==> src/rtl/pwr_seq_pkg.sv <==
package pwr_seq_pkg;

  typedef enum logic [2:0] {
    ST_IDLE     = 3'd0,
    ST_RST_WAIT = 3'd1,
    ST_DELAY    = 3'd2,
    ST_SOFT     = 3'd3,
    ST_PG_WAIT  = 3'd4,
    ST_RUN      = 3'd5,
    ST_SHUT     = 3'd6
  } seq_state_t;

  // Delay length in units for each 3-bit code.
  function automatic int unsigned dly_units(input logic [2:0] code);
    case (code)
      3'd0:    dly_units = 0;
      3'd1:    dly_units = 1;
      3'd2:    dly_units = 2;
      3'd3:    dly_units = 3;
      3'd4:    dly_units = 4;
      3'd5:    dly_units = 8;
      3'd6:    dly_units = 12;
      default: dly_units = 20;
    endcase
  endfunction

endpackage

==> src/rtl/pwr_seq_rst_sync.sv <==
module pwr_seq_rst_sync #(
  parameter int STAGES = 2
) (
  input  logic clk,
  input  logic rst_n,
  output logic rst_sync_n
);
  logic [STAGES-1:0] sr;

  always_ff @(posedge clk or negedge rst_n) begin
    if (!rst_n) sr <= '0;
    else        sr <= {sr[STAGES-2:0], 1'b1};
  end

  assign rst_sync_n = sr[STAGES-1];
endmodule

==> src/rtl/pwr_seq_chan.sv <==
module pwr_seq_chan
  import pwr_seq_pkg::*;
#(
  parameter int RST_TICKS  = 200,
  parameter int UNIT_TICKS = 100,
  parameter int PG_TICKS   = 10
) (
  input  logic       clk,
  input  logic       rst_n,
  input  logic       en,
  input  logic       supply_ok,
  input  logic       drv_ready,
  input  logic       shut_req,
  input  logic       ss_done,
  input  logic [2:0] dly_code,
  output logic       pwm_en,
  output logic       pwm_tri,
  output logic       ss_active,
  output logic       pgood,
  output logic [2:0] state_o
);
  localparam int MAX_DLY = 20 * UNIT_TICKS;
  localparam int MAX_A   = (RST_TICKS > MAX_DLY) ? RST_TICKS : MAX_DLY;
  localparam int MAX_T   = (MAX_A > PG_TICKS) ? MAX_A : PG_TICKS;
  localparam int CW      = $clog2(MAX_T + 1);

  seq_state_t    st, st_n;
  logic [CW-1:0] cnt, cnt_n;
  logic [CW-1:0] tgt;
  logic [CW-1:0] dly_ticks;
  logic          tgt_ld;
  logic          ready;

  assign ready     = en & supply_ok & drv_ready;
  assign dly_ticks = CW'(dly_units(dly_code) * UNIT_TICKS);

  always_comb begin
    st_n   = st;
    cnt_n  = cnt;
    tgt_ld = 1'b0;
    if (st == ST_IDLE) begin
      if (ready && !shut_req) begin
        st_n  = ST_RST_WAIT;
        cnt_n = '0;
      end
    end else if (!ready) begin
      st_n = ST_IDLE;
    end else if (shut_req && st != ST_SHUT) begin
      st_n = ST_SHUT;
    end else begin
      case (st)
        ST_RST_WAIT: begin
          if (cnt == CW'(RST_TICKS - 1)) begin
            tgt_ld = 1'b1;
            cnt_n  = '0;
            st_n   = (dly_ticks == '0) ? ST_SOFT : ST_DELAY;
          end else begin
            cnt_n = cnt + 1'b1;
          end
        end
        ST_DELAY: begin
          if (cnt == tgt - 1'b1) begin
            cnt_n = '0;
            st_n  = ST_SOFT;
          end else begin
            cnt_n = cnt + 1'b1;
          end
        end
        ST_SOFT: begin
          if (ss_done) begin
            cnt_n = '0;
            st_n  = ST_PG_WAIT;
          end
        end
        ST_PG_WAIT: begin
          if (cnt == CW'(PG_TICKS - 1)) begin
            cnt_n = '0;
            st_n  = ST_RUN;
          end else begin
            cnt_n = cnt + 1'b1;
          end
        end
        ST_SHUT: begin
          if (!shut_req) st_n = ST_IDLE;
        end
        default: st_n = st;
      endcase
    end
  end

  always_ff @(posedge clk or negedge rst_n) begin
    if (!rst_n) begin
      st  <= ST_IDLE;
      cnt <= '0;
    end else begin
      st  <= st_n;
      cnt <= cnt_n;
    end
  end

  always_ff @(posedge clk or negedge rst_n) begin
    if (!rst_n)      tgt <= '0;
    else if (tgt_ld) tgt <= dly_ticks;
  end

  assign ss_active = (st == ST_SOFT);
  assign pgood     = (st == ST_RUN);
  assign pwm_en    = (st == ST_SOFT) || (st == ST_PG_WAIT) || (st == ST_RUN);
  assign pwm_tri   = !pwm_en;
  assign state_o   = st;

  // no departure from idle without all start conditions
  a_r1_idle_hold: assert property (@(posedge clk) disable iff (!rst_n)
    (st == ST_IDLE && !(ready && !shut_req)) |=> (st == ST_IDLE));

  // captured delay target is frozen while the delay runs
  a_r4_tgt_stable: assert property (@(posedge clk) disable iff (!rst_n)
    (st == ST_DELAY) |=> (st != ST_DELAY || $stable(tgt)));

  // soft start is reached only from the reset interval or the delay
  a_r5_ss_entry: assert property (@(posedge clk) disable iff (!rst_n)
    $rose(ss_active) |-> ($past(st) == ST_RST_WAIT || $past(st) == ST_DELAY));

  // power good only follows the power-good delay
  a_r6_pg_entry: assert property (@(posedge clk) disable iff (!rst_n)
    $rose(pgood) |-> ($past(st) == ST_PG_WAIT));

  // enable loss floats the output on the next cycle
  a_r7_en_drop: assert property (@(posedge clk) disable iff (!rst_n)
    !en |=> (!pgood && pwm_tri));

  // supply or driver loss floats the output on the next cycle
  a_r8_rail_drop: assert property (@(posedge clk) disable iff (!rst_n)
    !(supply_ok && drv_ready) |=> (st == ST_IDLE));

  // shutdown is held while the request stays high
  a_r9_shut_hold: assert property (@(posedge clk) disable iff (!rst_n)
    (st == ST_SHUT && shut_req && ready) |=> (st == ST_SHUT));

endmodule

==> src/rtl/pwr_seq_top.sv <==
module pwr_seq_top
  import pwr_seq_pkg::*;
#(
  parameter int NUM_CH     = 2,
  parameter int RST_TICKS  = 200,
  parameter int UNIT_TICKS = 100,
  parameter int PG_TICKS   = 10
) (
  input  logic                  clk,
  input  logic                  rst_n,
  input  logic                  ddr_mode,
  input  logic                  supply_ok,
  input  logic                  drv_ready,
  input  logic [NUM_CH-1:0]     en,
  input  logic [NUM_CH-1:0]     shut_req,
  input  logic [NUM_CH-1:0]     ss_done,
  input  logic [3*NUM_CH-1:0]   dly_code,
  output logic [NUM_CH-1:0]     pwm_en,
  output logic [NUM_CH-1:0]     pwm_tri,
  output logic [NUM_CH-1:0]     ss_active,
  output logic [NUM_CH-1:0]     pgood,
  output logic [3*NUM_CH-1:0]   state_dbg
);
  logic rst_sync_n;

  pwr_seq_rst_sync #(.STAGES(2)) u_rst (
    .clk       (clk),
    .rst_n     (rst_n),
    .rst_sync_n(rst_sync_n)
  );

  for (genvar c = 0; c < NUM_CH; c++) begin : g_ch
    logic [2:0] code_sel;
    if (c == 1) begin : g_pair
      assign code_sel = ddr_mode ? dly_code[2:0] : dly_code[5:3];
    end else begin : g_own
      assign code_sel = dly_code[3*c +: 3];
    end

    pwr_seq_chan #(
      .RST_TICKS (RST_TICKS),
      .UNIT_TICKS(UNIT_TICKS),
      .PG_TICKS  (PG_TICKS)
    ) u_chan (
      .clk      (clk),
      .rst_n    (rst_sync_n),
      .en       (en[c]),
      .supply_ok(supply_ok),
      .drv_ready(drv_ready),
      .shut_req (shut_req[c]),
      .ss_done  (ss_done[c]),
      .dly_code (code_sel),
      .pwm_en   (pwm_en[c]),
      .pwm_tri  (pwm_tri[c]),
      .ss_active(ss_active[c]),
      .pgood    (pgood[c]),
      .state_o  (state_dbg[3*c +: 3])
    );
  end

  // floated and not good while held in reset
  always_comb begin
    if (!rst_sync_n) a_r11_reset_state: assert (pgood == '0 && pwm_en == '0);
  end

endmodule

==> config.mk <==
export PLATFORM = sky130hd
export DESIGN_NAME = pwr_seq_top
export DESIGN_NICKNAME = d
export VERILOG_FILES = /design/src/rtl/pwr_seq_pkg.sv /design/src/rtl/pwr_seq_rst_sync.sv /design/src/rtl/pwr_seq_chan.sv /design/src/rtl/pwr_seq_top.sv
export SDC_FILE = /design/constraint.sdc
export NUM_CORES = 1
export LEC_CHECK = 0
export BUFFER_PORTS_ARGS = -buffer_cell sky130_fd_sc_hd__buf_2
export CAP_MARGIN = 20
export CORE_MARGIN = 5
export CORE_UTILIZATION = 57
export CTS_BUF_LIST = sky130_fd_sc_hd__clkbuf_8
export DETAILED_ROUTE_END_ITERATION = 7
export PLACE_DENSITY_LB_ADDON = 0.2
export SKIP_LAST_GASP = 1
export SYNTH_ARGS = -nofsm -noshare
export SYNTH_HDL_FRONTEND = slang
export SYNTH_SLANG_ARGS = --single-unit
==> constraint.sdc <==
create_clock -name clk -period 1.45 [get_ports clk]
set_input_delay 0.0725 -clock clk [delete_from_list [all_inputs] [get_ports clk]]
set_output_delay 0.0725 -clock clk [all_outputs]
set_load 0.05 [all_outputs]
======== Word level (Yosys, flattened, before mapping) ========
Index checks and enable logic that the tools add are counted.
storage, ports and cells
  bits in registers ....................... 48
  bits in latches ......................... 0
  memory bits (writable) .................. 0
  ROM bits ................................ 0
  input bits .............................. 17
  output and inout port bits .............. 14
  word-level logic and storage cells ...... 146
  memories ................................ 0
operators by class
  add/subtract/negate cells ............... 4
  multipliers ............................. 2
  divide/modulo/power cells ............... 0
  magnitude comparators ................... 0
  equal/unequal tests ..................... 50
  shift-type cells ........................ 0
  mux-type cells .......................... 53
  bitwise operators ....................... 4
  reduce and logical (&&, ||, !) cells .... 26
operator list
  operator               number
  $mux 11                16
  $pmux 11 s4            2
  $pmux 5 s7             2
  $mux 3                 19
  $ne 5x5->1 const B     10
  $eq 3x3->1 const B     12
  $pmux 3 s5             2
  $eq 3x2->1 const B     8
  $add 11x1->11 const B  2
  $eq 11x11->1           2
  $eq 11x4->1 const B    2
  $eq 11x8->1 const B    2
  $logic_not 11->1       2
  $sub 11x1->11 const B  2
  $mul 5x5->9 const B    2
  $ne 8x7->1 const B     2
  $reduce_and 7->1       2
  $eq 3x1->1 const B     4
  $logic_not 3->1        4
  $mux 1                 12
  $ne 3x3->1 const B     4
  $reduce_and 5->1       2
  $reduce_bool 5->1      2
  $and 1x1->1            4
  6 further kinds        18

======== Longest topological paths before layout ========
Gate-level depths: netlist of the first run.
  word-level depth ........................ 11
  gate-level depth with buffers ........... 13
  gate-level depth less buffers ........... 12

======== Modules after synthesis ========
Synthesis of the first run repeated with hierarchy kept, for this count alone.
second synthesis, totals
  cell total of the unflattened synthesis .. 515
  area, all modules ....................... 4,396.7 um^2
modules (own cells, without submodules)
  module                         times used  cells each  area an instance (um^2)
  pwr_seq_chan (g_ch[1].u_chan)  1           266         2,207.1
  pwr_seq_chan (g_ch[0].u_chan)  1           243         2,102.0
  pwr_seq_rst_sync               1           3           53.8
  pwr_seq_top                    1           3           33.8

======== Worst setup path after synthesis of the first run ========
Ideal clock, no wire load.
  path kind ............................... input-to-reg
  start ................................... input port dly_code[1]
  end ..................................... register g_ch[1].u_chan.st[0]
  arrival ................................. 2,733 ps
  required time ........................... 1,385 ps
  slack ................................... -1,348 ps
  stages .................................. 11
  cell sequence ........................... clkbuf_1 -> mux2i_1 -> nor2b_1 -> nor2_1 -> ha_1 -> ha_1 -> fa_1 -> a2111oi_0 -> nand4_1 -> a21oi_1 -> o21a_1
on the way
  longest elaborated chain between the ends .. 11
  elaborated cells between the ends (all ways) .. 17
  those cells by class .................... mul (1); eq/ne (6); mux (8); reduce/logical (2)
ends and longest elaborated chain
  what                                line                RTL
  from (decl)                         pwr_seq_top.sv:17   input logic [3*NUM_CH-1:0] dly_code,
  $mux 3 (*)                          pwr_seq_top.sv:35   assign code_sel = ddr_mode ? dly_code[2:0] : dly_code[5:3];
  $eq 3x3->1 (tied with other cells)  pwr_seq_pkg.sv:15   case (code)
  $pmux 5 s7 (*)                      pwr_seq_pkg.sv:15
  $mul 5x5->9 (*)                     pwr_seq_chan.sv:35  assign dly_ticks = CW'(dly_units(dly_code) * UNIT_TICKS);
  net g_ch[1].u_chan.dly_ticks[4]     pwr_seq_chan.sv:30  logic [CW-1:0] dly_ticks;
  $logic_not 11->1 (*)                pwr_seq_chan.sv:56  st_n = (dly_ticks == '0) ? ST_SOFT : ST_DELAY;
  $mux 1 (*)                          pwr_seq_chan.sv:56
  $mux 3 (*)                          pwr_seq_chan.sv:53  if (cnt == CW'(RST_TICKS - 1)) begin
  $pmux 3 s5 (*)                      pwr_seq_chan.sv:51  case (st)
  $mux 3 (*)                          pwr_seq_chan.sv:48  end else if (shut_req && st != ST_SHUT) begin
  $mux 3 (*)                          pwr_seq_chan.sv:46  end else if (!ready) begin
  $mux 3 (*)                          pwr_seq_chan.sv:41  if (st == ST_IDLE) begin
  to (signal assigned)                pwr_seq_chan.sv:96  st <= st_n;
  to (decl)                           pwr_seq_chan.sv:27  seq_state_t st, st_n;
The timed path passes the listed nets; every way through them passes the cells marked *. The select of a mux whose other input is x is not followed.
A chain may end at the register's enable or synchronous reset.

======== Worst setup path after layout of the first run ========
  start ................................... register g_ch[0].u_chan.tgt[2]
  end ..................................... register g_ch[0].u_chan.cnt[8]
on the way
  longest elaborated chain between the ends .. 7
ends and longest elaborated chain
  what                    line                 RTL
  from (decl)             pwr_seq_chan.sv:29   logic [CW-1:0] tgt;
  from (signal assigned)  pwr_seq_chan.sv:103  else if (tgt_ld) tgt <= dly_ticks;
  $sub 11x1->11           pwr_seq_chan.sv:62   if (cnt == tgt - 1'b1) begin
  $eq 11x11->1            pwr_seq_chan.sv:62
  $mux 11                 pwr_seq_chan.sv:62
  $pmux 11 s4             pwr_seq_chan.sv:51
  $mux 11                 pwr_seq_chan.sv:48
  $mux 11                 pwr_seq_chan.sv:46
  $mux 11                 pwr_seq_chan.sv:41
  to (signal assigned)    pwr_seq_chan.sv:97   cnt <= cnt_n;
  to (decl)               pwr_seq_chan.sv:28   logic [CW-1:0] cnt, cnt_n;
No other way between the ends. The select of a mux whose other input is x is not followed.

==> impl_metrics.csv, run 1 <==
group,metric,value,unit
outcome,status,"finished with violations",
outcome,violations,"setup timing",
final_layout,regArea,1210,um^2
die,coreArea,6869,um^2
setup_path,r2r_slack,-1.51,ns
pwr,p_leak,2.860,nW
synth,synth_ff_type,"dfrtp_1",
setup_path,ff2ff_path_depth,12,
synth,synth-edff-count,0,
drt,wl_per_cell,21.88,um
synth,avgSynthCellArea,8.484,um^2
sta,slew_headroom,33.14,%
die,floorplan.initialDensity,59.03,%
clocking,root_buffer,"clkbuf_8",
clocking,clock_latency,0.33,ns
drt,drt_first_pass_iters,6,
die,fp.dieH,94.35,um
synth,yosysUniqueCellTypes,65,
final_layout,post-route-util,89.73,%
placement,io_buffers,30,
pwr,clkPwrFrac,16.2,%
setup_path,crit_path_end_kind,"register",
drt,drt_wl_total,16080,um
die,die_area,8901,um^2
placement,place_hpwl,8217,um
sta,finalHoldViolations,0,
setup_path,crit_type,"reg -> reg",
pwr,swShare,42.74,%
synth,ys_warn_count,0,
sta,fin_skew,0.01649,ns
setup_path,slowest_stage,"nor4_2",
pwr,seqPwrFrac,29.7,%
sta,period_share,204.1,%
global_routing,grt_pass1_wl,22270,um
setup_path,startpoint_type,"register",
placement,dpl.cell_count,702,
placement,globalplace.congestion,0.9041,
die,io_pins,31,
final_layout,stdcell_count,735,
clocking,clkSinkCount,48,
pwr,ir_drop,0.8911,mV
synth,synthArstFlopShare,100.0,%
synth,postSynthCellCount,478,
synth,synth-seq-cells,48,
final_layout,nets,683,
drt,vias_per_cell,6.624,
sta,fin_crit,2.960,ns
global_routing,grt_max_degree,47,
pwr,p_per_area,869.1,nW/um^2
sta,final-setup-viol-count,52,
sta,tightest_slew,0.9904,ns
sta,rsz0062_at_grt,"yes",
clocking,clk_pin_slew,0.11,ns
global_routing,grt_antenna_before_repair,0,
synth,ys_seq_area_share,29.62,%
clocking,cts_tree,"done",
setup_path,arrival,3.21,ns
setup_path,r2r-end,"g_ch[0].u_chan.cnt[8]",
die,rows,30,
final_layout,diodes,0,
synth,syn-cell-area,4055,um^2
sta,drv_slew,0,
clocking,ctsLongestPathBuffers,2,
global_routing,overflow,0,
clocking,htree_levels,2,
global_routing,grt_usage,31.38,%
clocking,cts_buffers,5,
drt,first_iter_violations,601,
drt,drc,0,
global_routing,grt_pass1_vias,4592,
sta,setup_ws,-1.510,ns
final_layout,syn2layout_area_growth,51.99,%
setup_path,timing.rr.start,"g_ch[0].u_chan.tgt[2]",
drt,dr_total_vias,4869,
setup_path,max_stage_delay,0.43,ns
setup_path,path_max_fanout,7,
setup_path,required,1.70,ns
pwr,combPwrFrac,54.0,%
final_layout,multi_input_area,3227,um^2
pwr,p_switching,0.002289,W
final_layout,drive_gt1_share,47.26,%
flow_run,max-cap-violations,0,
die,die_x,94.35,um
setup_path,cp_cell_sequence,"inv_1 -> ha_2 -> or3b_4 -> buf_4 -> nor4_2 -> o21ai_4 -> a32oi_4 -> a211oi_4 -> o31ai_4 -> buf_6 -> nand3b_1 -> a21oi_2",
pwr,intPower,0.003067,W
sta,timing.fmax,0.3379,GHz
drt,ant_nets,0,
final_layout,fillers,275,
min_path,holdCritPathClass,"in -> async",
power groups by stage:
stage          sequential [W]  combinational, W  clock (W)
2_1_floorplan         0.00175           0.00143          0
3_3_place_gp          0.00158           0.00217          0
3_5_place_dp          0.00159           0.00223          0
4_1_cts               0.00157           0.00255   0.000814
5_1_grt               0.00160           0.00306   0.000904
6_report              0.00159           0.00289   0.000869
flip-flops by register name, indices dropped and copies added, names as in the netlist:
name and cells:
g_ch.u_chan.cnt 22, g_ch.u_chan.state_o 6, g_ch.u_chan.tgt 18, u_rst.sr 2
through the flow:
| step | worst slack, ns | setup TNS (ns) | hold slack [ns] | power, W | instance area [um^2] |
|---|---|---|---|---|---|
| 2_1_floorplan | -1.088 | -31.41 | -0.2231 | 0.003182 | 4404 |
| 3_5_place_dp | -1.321 | -38.64 | -0.1396 | 0.003818 | 5424 |
| 4_1_cts | -1.189 | -35.43 | 0.06595 | 0.004926 | 5909 |
| 6_report | -1.510 | -45.86 | 0.06816 | 0.005357 | 6163 |
| 5_1_grt | -1.550 | -48.28 | 0.08008 | 0.005563 | 6163 |
| 3_3_place_gp | -1.131 | -34.81 | -0.1433 | 0.003742 | 5424 |
synth_stat cells, types with 8 or more instances:
library cell | n | area, um^2
o21ai_0 | 28 | 140.1
buf_4 | 8 | 60.06
mux2i_1 | 8 | 80.08
mux2_2 | 13 | 146.4
and3_1 | 17 | 106.4
nor2_1 | 36 | 135.1
nand3_1 | 19 | 95.09
clkbuf_1 | 24 | 90.09
a31oi_1 | 13 | 81.33
inv_1 | 19 | 71.32
xor2_1 | 11 | 96.34
nand2_1 | 29 | 108.9
dfrtp_1 | 48 | 1201
xnor2_1 | 15 | 131.4
nor2b_1 | 18 | 112.6
nand2b_1 | 9 | 56.30
nor3_1 | 11 | 55.05
a22o_1 | 9 | 78.83
ha_1 | 26 | 325.3
a21oi_1 | 21 | 105.1
worst max path at each step:
stage / start / to / slack [ns]
6_report: g_ch[0].u_chan.tgt[2] / g_ch[0].u_chan.cnt[8] / -1.51
5_1_grt: g_ch[0].u_chan.tgt[2] / g_ch[0].u_chan.cnt[8] / -1.55
4_1_cts: g_ch[0].u_chan.tgt[2] / g_ch[0].u_chan.cnt[9] / -1.19
3_5_place_dp: g_ch[0].u_chan.tgt[2] / g_ch[0].u_chan.cnt[7] / -1.32
3_3_place_gp: ddr_mode / g_ch[1].u_chan.state_o[0] / -1.13
2_1_floorplan: g_ch[0].u_chan.tgt[2] / g_ch[0].u_chan.cnt[1] / -1.09
area by class of cell:
cell class	count	area share, %
Multi-Input combinational cell	379	52.35
Timing Repair Buffer	185	23.59
Sequential cell	48	19.63
Tap cell	96	1.949
Inverter	19	1.157
Clock buffer	5	1.117
Clock inverter	3	0.2030
cells by family after synthesis:
group / count (synthesis) / share of synthesized area, %
adders and majority gates: 28 / 9.010
and+or+nand+nor: 184 / 24.44
buffers and inverters: 54 / 5.986
other: 2 / 0.1852
DFF: 48 / 29.62
xor gates and xnor gates: 27 / 6.171
AOI/OAI and AO/OA: 114 / 19.01
muxes: 21 / 5.585
cell usage in the layout, fill, tap and decap left out, types with 5 or more instances in the layout:
| cell | count |
|---|---|
| mux2i_1 | 6 |
| nand2b_1 | 7 |
| clkbuf_8 | 5 |
| inv_1 | 16 |
| nor2b_1 | 13 |
| mux2_2 | 12 |
| buf_2 | 21 |
| nand4_1 | 6 |
| o21ai_0 | 7 |
| o21ai_1 | 14 |
| xor2_1 | 11 |
| inv_2 | 5 |
| a31oi_1 | 12 |
| nor3_1 | 7 |
| dfrtp_1 | 41 |
| a22o_1 | 9 |
| dfrtp_2 | 7 |
| ha_1 | 11 |
| nor2_4 | 5 |
| nor2_1 | 32 |
| ha_4 | 11 |
| buf_4 | 139 |
| and2_4 | 5 |
| xnor2_1 | 13 |
| nand2_1 | 26 |
| nand3_1 | 17 |
| and3_1 | 17 |
| buf_6 | 20 |
| o21ai_2 | 9 |
| nand3b_1 | 5 |
| a21oi_1 | 17 |
worst max-delay path: cells and delay by family, from the launching register on:
kind                     cells  cell delay [ns]
AO/OA/AOI/OAI                5             0.98
adder cells (fa/ha/maj)      1             0.17
buffers and inverters        3             0.41
flip-flops                   1             0.41
AND/OR/NAND/NOR              3             0.92
repair_timing:
action / 4_1_cts / 5_1_grt
endpoints found under the setup margin: 53 / 53
pin swaps: 26 / 26
cloned: 3 / 0
resized for setup: 68 / 44
hold buffers: 1 / 0
hold endpoints to repair: 2 / 0
setup buffers: 16 / 8
layer usage:
| metal | track usage, % | share of wire [%] | vias up |
|---|---|---|---|
| met5 | 0 | 0 | - |
| met4 | 14.56 | 7.0 | 0 |
| met3 | 5.498 | 10 | 122 |
| met2 | 52.78 | 46 | 420 |
| met1 | 39.18 | 36 | 2286 |
| li1 | - | - | 2041 |
Power figures use the tool's default switching activity.
==> inputs of run 2 (changes only) <==
--- a/config.mk
+++ b/config.mk
@@ -7,8 +7,10 @@
 export LEC_CHECK = 0
 export BUFFER_PORTS_ARGS = -buffer_cell sky130_fd_sc_hd__buf_2
 export CAP_MARGIN = 20
+export CELL_PAD_IN_SITES_DETAIL_PLACEMENT = 0
+export CELL_PAD_IN_SITES_GLOBAL_PLACEMENT = 1
 export CORE_MARGIN = 5
-export CORE_UTILIZATION = 57
+export CORE_UTILIZATION = 43
 export CTS_BUF_LIST = sky130_fd_sc_hd__clkbuf_8
 export DETAILED_ROUTE_END_ITERATION = 7
 export PLACE_DENSITY_LB_ADDON = 0.2
==> impl_metrics.csv, run 2 (same netlist as run 1, synthesis figures left out) <==
group,metric,value,unit
outcome,status,"finished with violations",
outcome,violations,"setup timing",
global_routing,grt_usage,20.95,%
die,die_x,107.1,um
drt,vias_per_cell,5.537,
placement,io_buffers,30,
final_layout,diodes,0,
setup_path,cp_cell_sequence,"inv_1 -> ha_2 -> or3b_4 -> o31a_1 -> a211o_1 -> a32oi_2 -> a211oi_4 -> o31ai_4 -> buf_6 -> nand3b_1 -> a21oi_2",
global_routing,overflow,0,
final_layout,final_common_cell,"buf_4",
setup_path,path_max_fanout,8,
die,rows,35,
clocking,cts_buffers,5,
final_layout,syn2layout_area_growth,55.82,%
sta,timing.fmax,0.3880,GHz
setup_path,crit_buf_inv,2,
die,die_area,11470,um^2
sta,setup_ws,-1.127,ns
die,fp.dieH,107.1,um
final_layout,regMostFlops,"g_ch.u_chan.cnt",
sta,period_share,177.7,%
drt,drt_wl_total,11650,um
clocking,ctsLongestPathBuffers,2,
sta,finalHoldViolations,0,
placement,place_hpwl,8292,um
sta,slew_headroom,65.12,%
drt,ant_nets,0,
pwr,p_per_area,856.7,nW/um^2
setup_path,worst_setup_path_startpoint,"g_ch[0].u_chan.tgt[3]",
global_routing,grt_pass1_vias,4102,
clocking,clk_pin_slew,0.09,ns
pwr,intPower,0.003299,W
drt,dr_total_vias,4164,
placement,globalplace.congestion,0.8850,
sta,fin_skew,0.01324,ns
global_routing,grt_pass1_wl,19790,um
sta,rsz0062_at_grt,"yes",
pwr,ir_drop,0.9582,mV
sta,tightest_slew,0.5151,ns
sta,drv_slew,0,
global_routing,grt_antenna_before_repair,0,
pwr,p_leak,2.893,nW
pwr,clkPwrFrac,17.8,%
pwr,p_switching,0.002114,W
global_routing,grt_max_degree,47,
clocking,htree_levels,2,
setup_path,timing.rr.start,"g_ch[0].u_chan.tgt[3]",
drt,first_iter_violations,177,
flow_run,max-cap-violations,0,
final_layout,fillers,734,
clocking,clkSinkCount,48,
setup_path,r2r_slack,-1.13,ns
pwr,swShare,39.06,%
pwr,seqPwrFrac,28.7,%
drt,drc,0,
setup_path,required,1.68,ns
setup_path,startpoint_type,"register",
setup_path,path_delay_family,"compound AO/OA/AOI/OAI gates",
die,io_pins,31,
pwr,combPwrFrac,53.5,%
die,coreArea,9196,um^2
drt,drt_first_pass_iters,5,
final_layout,drive_gt1_share,50.39,%
clocking,root_buffer,"clkbuf_8",
final_layout,final_cell_mix,"buf_4 (135), dfrtp_1 (39), nor2_1 (30)",
sta,fin_crit,2.577,ns
placement,dp_slack,-1.248,ns
die,floorplan.initialDensity,44.10,%
clocking,clock_latency,0.30,ns
setup_path,crit_path_end_kind,"register",
sta,final-setup-viol-count,49,
setup_path,crit_type,"reg -> reg",
final_layout,post-route-util,68.71,%
final_layout,largest_reg_flops,22,
setup_path,arrival,2.80,ns
clocking,cts_tree,"done",
setup_path,slowest_stage,"dfrtp_1",
final_layout,nets,685,
min_path,holdCritPathClass,"in -> async",
drt,wl_per_cell,15.50,um
setup_path,max_stage_delay,0.39,ns
[run 2: cell count changes in the layout (fill, tap and decap cells not counted), moves of 3 or more]
cell     change
ha_4         +3
ha_1         -3
o21ai_1      -3
buf_6        +4
o21ai_2      +4
buf_4        -4
[run 2: worst paths after layout]
kind / cells after the start / end
setup reg to reg: 11 / g_ch[0].u_chan.cnt[4]
max in group asynchronous: 1 / g_ch[0].u_chan.tgt[4]
hold reg to reg: 1 / g_ch[0].u_chan.cnt[1]
hold / removal: 2 / u_rst.sr[1]
min in group clk: 4 / g_ch[0].u_chan.state_o[1]
setup / recovery: 11 / g_ch[0].u_chan.cnt[4]
[run 2: layout make-up]
type	count	area [um^2]	area share [%]
timing repair buffer	187	1504	23.80
inverter	19	73.82	1.168
sequential	48	1212	19.19
tap	111	138.9	2.198
clock inverter	3	38.79	0.6139
multi-input combinational	379	3282	51.94
clock buffer	5	68.82	1.089
[run 2: power by group through the flow]
stage	clock network, W	logic [W]	registers, W
6_report	0.000961	0.00290	0.00156
5_1_grt	0.00104	0.00312	0.00158
4_1_cts	0.000998	0.00280	0.00155
3_5_place_dp	0	0.00229	0.00158
3_3_place_gp	0	0.00226	0.00158
2_1_floorplan	0	0.00143	0.00175
[run 2: worst reg2reg max path: stages (launching register included)]
cell and delay, ns:
dfrtp_1 0.39, inv_1 0.06, ha_2 0.16, or3b_4 0.37, o31a_1 0.26, a211o_1 0.25, a32oi_2 0.29, a211oi_4 0.08
o31ai_4 0.25, buf_6 0.18, nand3b_1 0.09, a21oi_2 0.14
[run 2: routing by layer]
layer  vias to the layer above  part of all wire (%)  GRT usage [%]
li1                       2050                     -              -
met1                      2007                    47          29.01
met2                        89                    49          34.41
met3                        18                   3.3          2.830
met4                         0                   1.6          5.388
met5                         -                     0              0
[run 2: repair_timing]
action | in CTS | in global routing
cloned | 4 | 0
hold endpoints to repair | 2 | 0
gates resized for setup | 82 | 50
setup endpoints to repair | 53 | 53
pin swaps | 36 | 26
hold buffers | 1 | 0
setup buffers | 15 | 8
[run 2: through the flow]
| step | area (um^2) | TNS [ns] | std cells | power, W | hold WS, ns |
|---|---|---|---|---|---|
| finish | 6319 | -33.97 | 752 | 0.005413 | 0.07819 |
| CTS | 6102 | -34.49 | 746 | 0.005353 | 0.06264 |
| global route | 6319 | -39.26 | 752 | 0.005742 | 0.06573 |
| detailed placement | 5483 | -37.83 | 719 | 0.003879 | -0.1417 |
| global placement | 5483 | -35.99 | 719 | 0.003837 | -0.1443 |
| floorplan | 4404 | -31.41 | 479 | 0.003182 | -0.2231 |
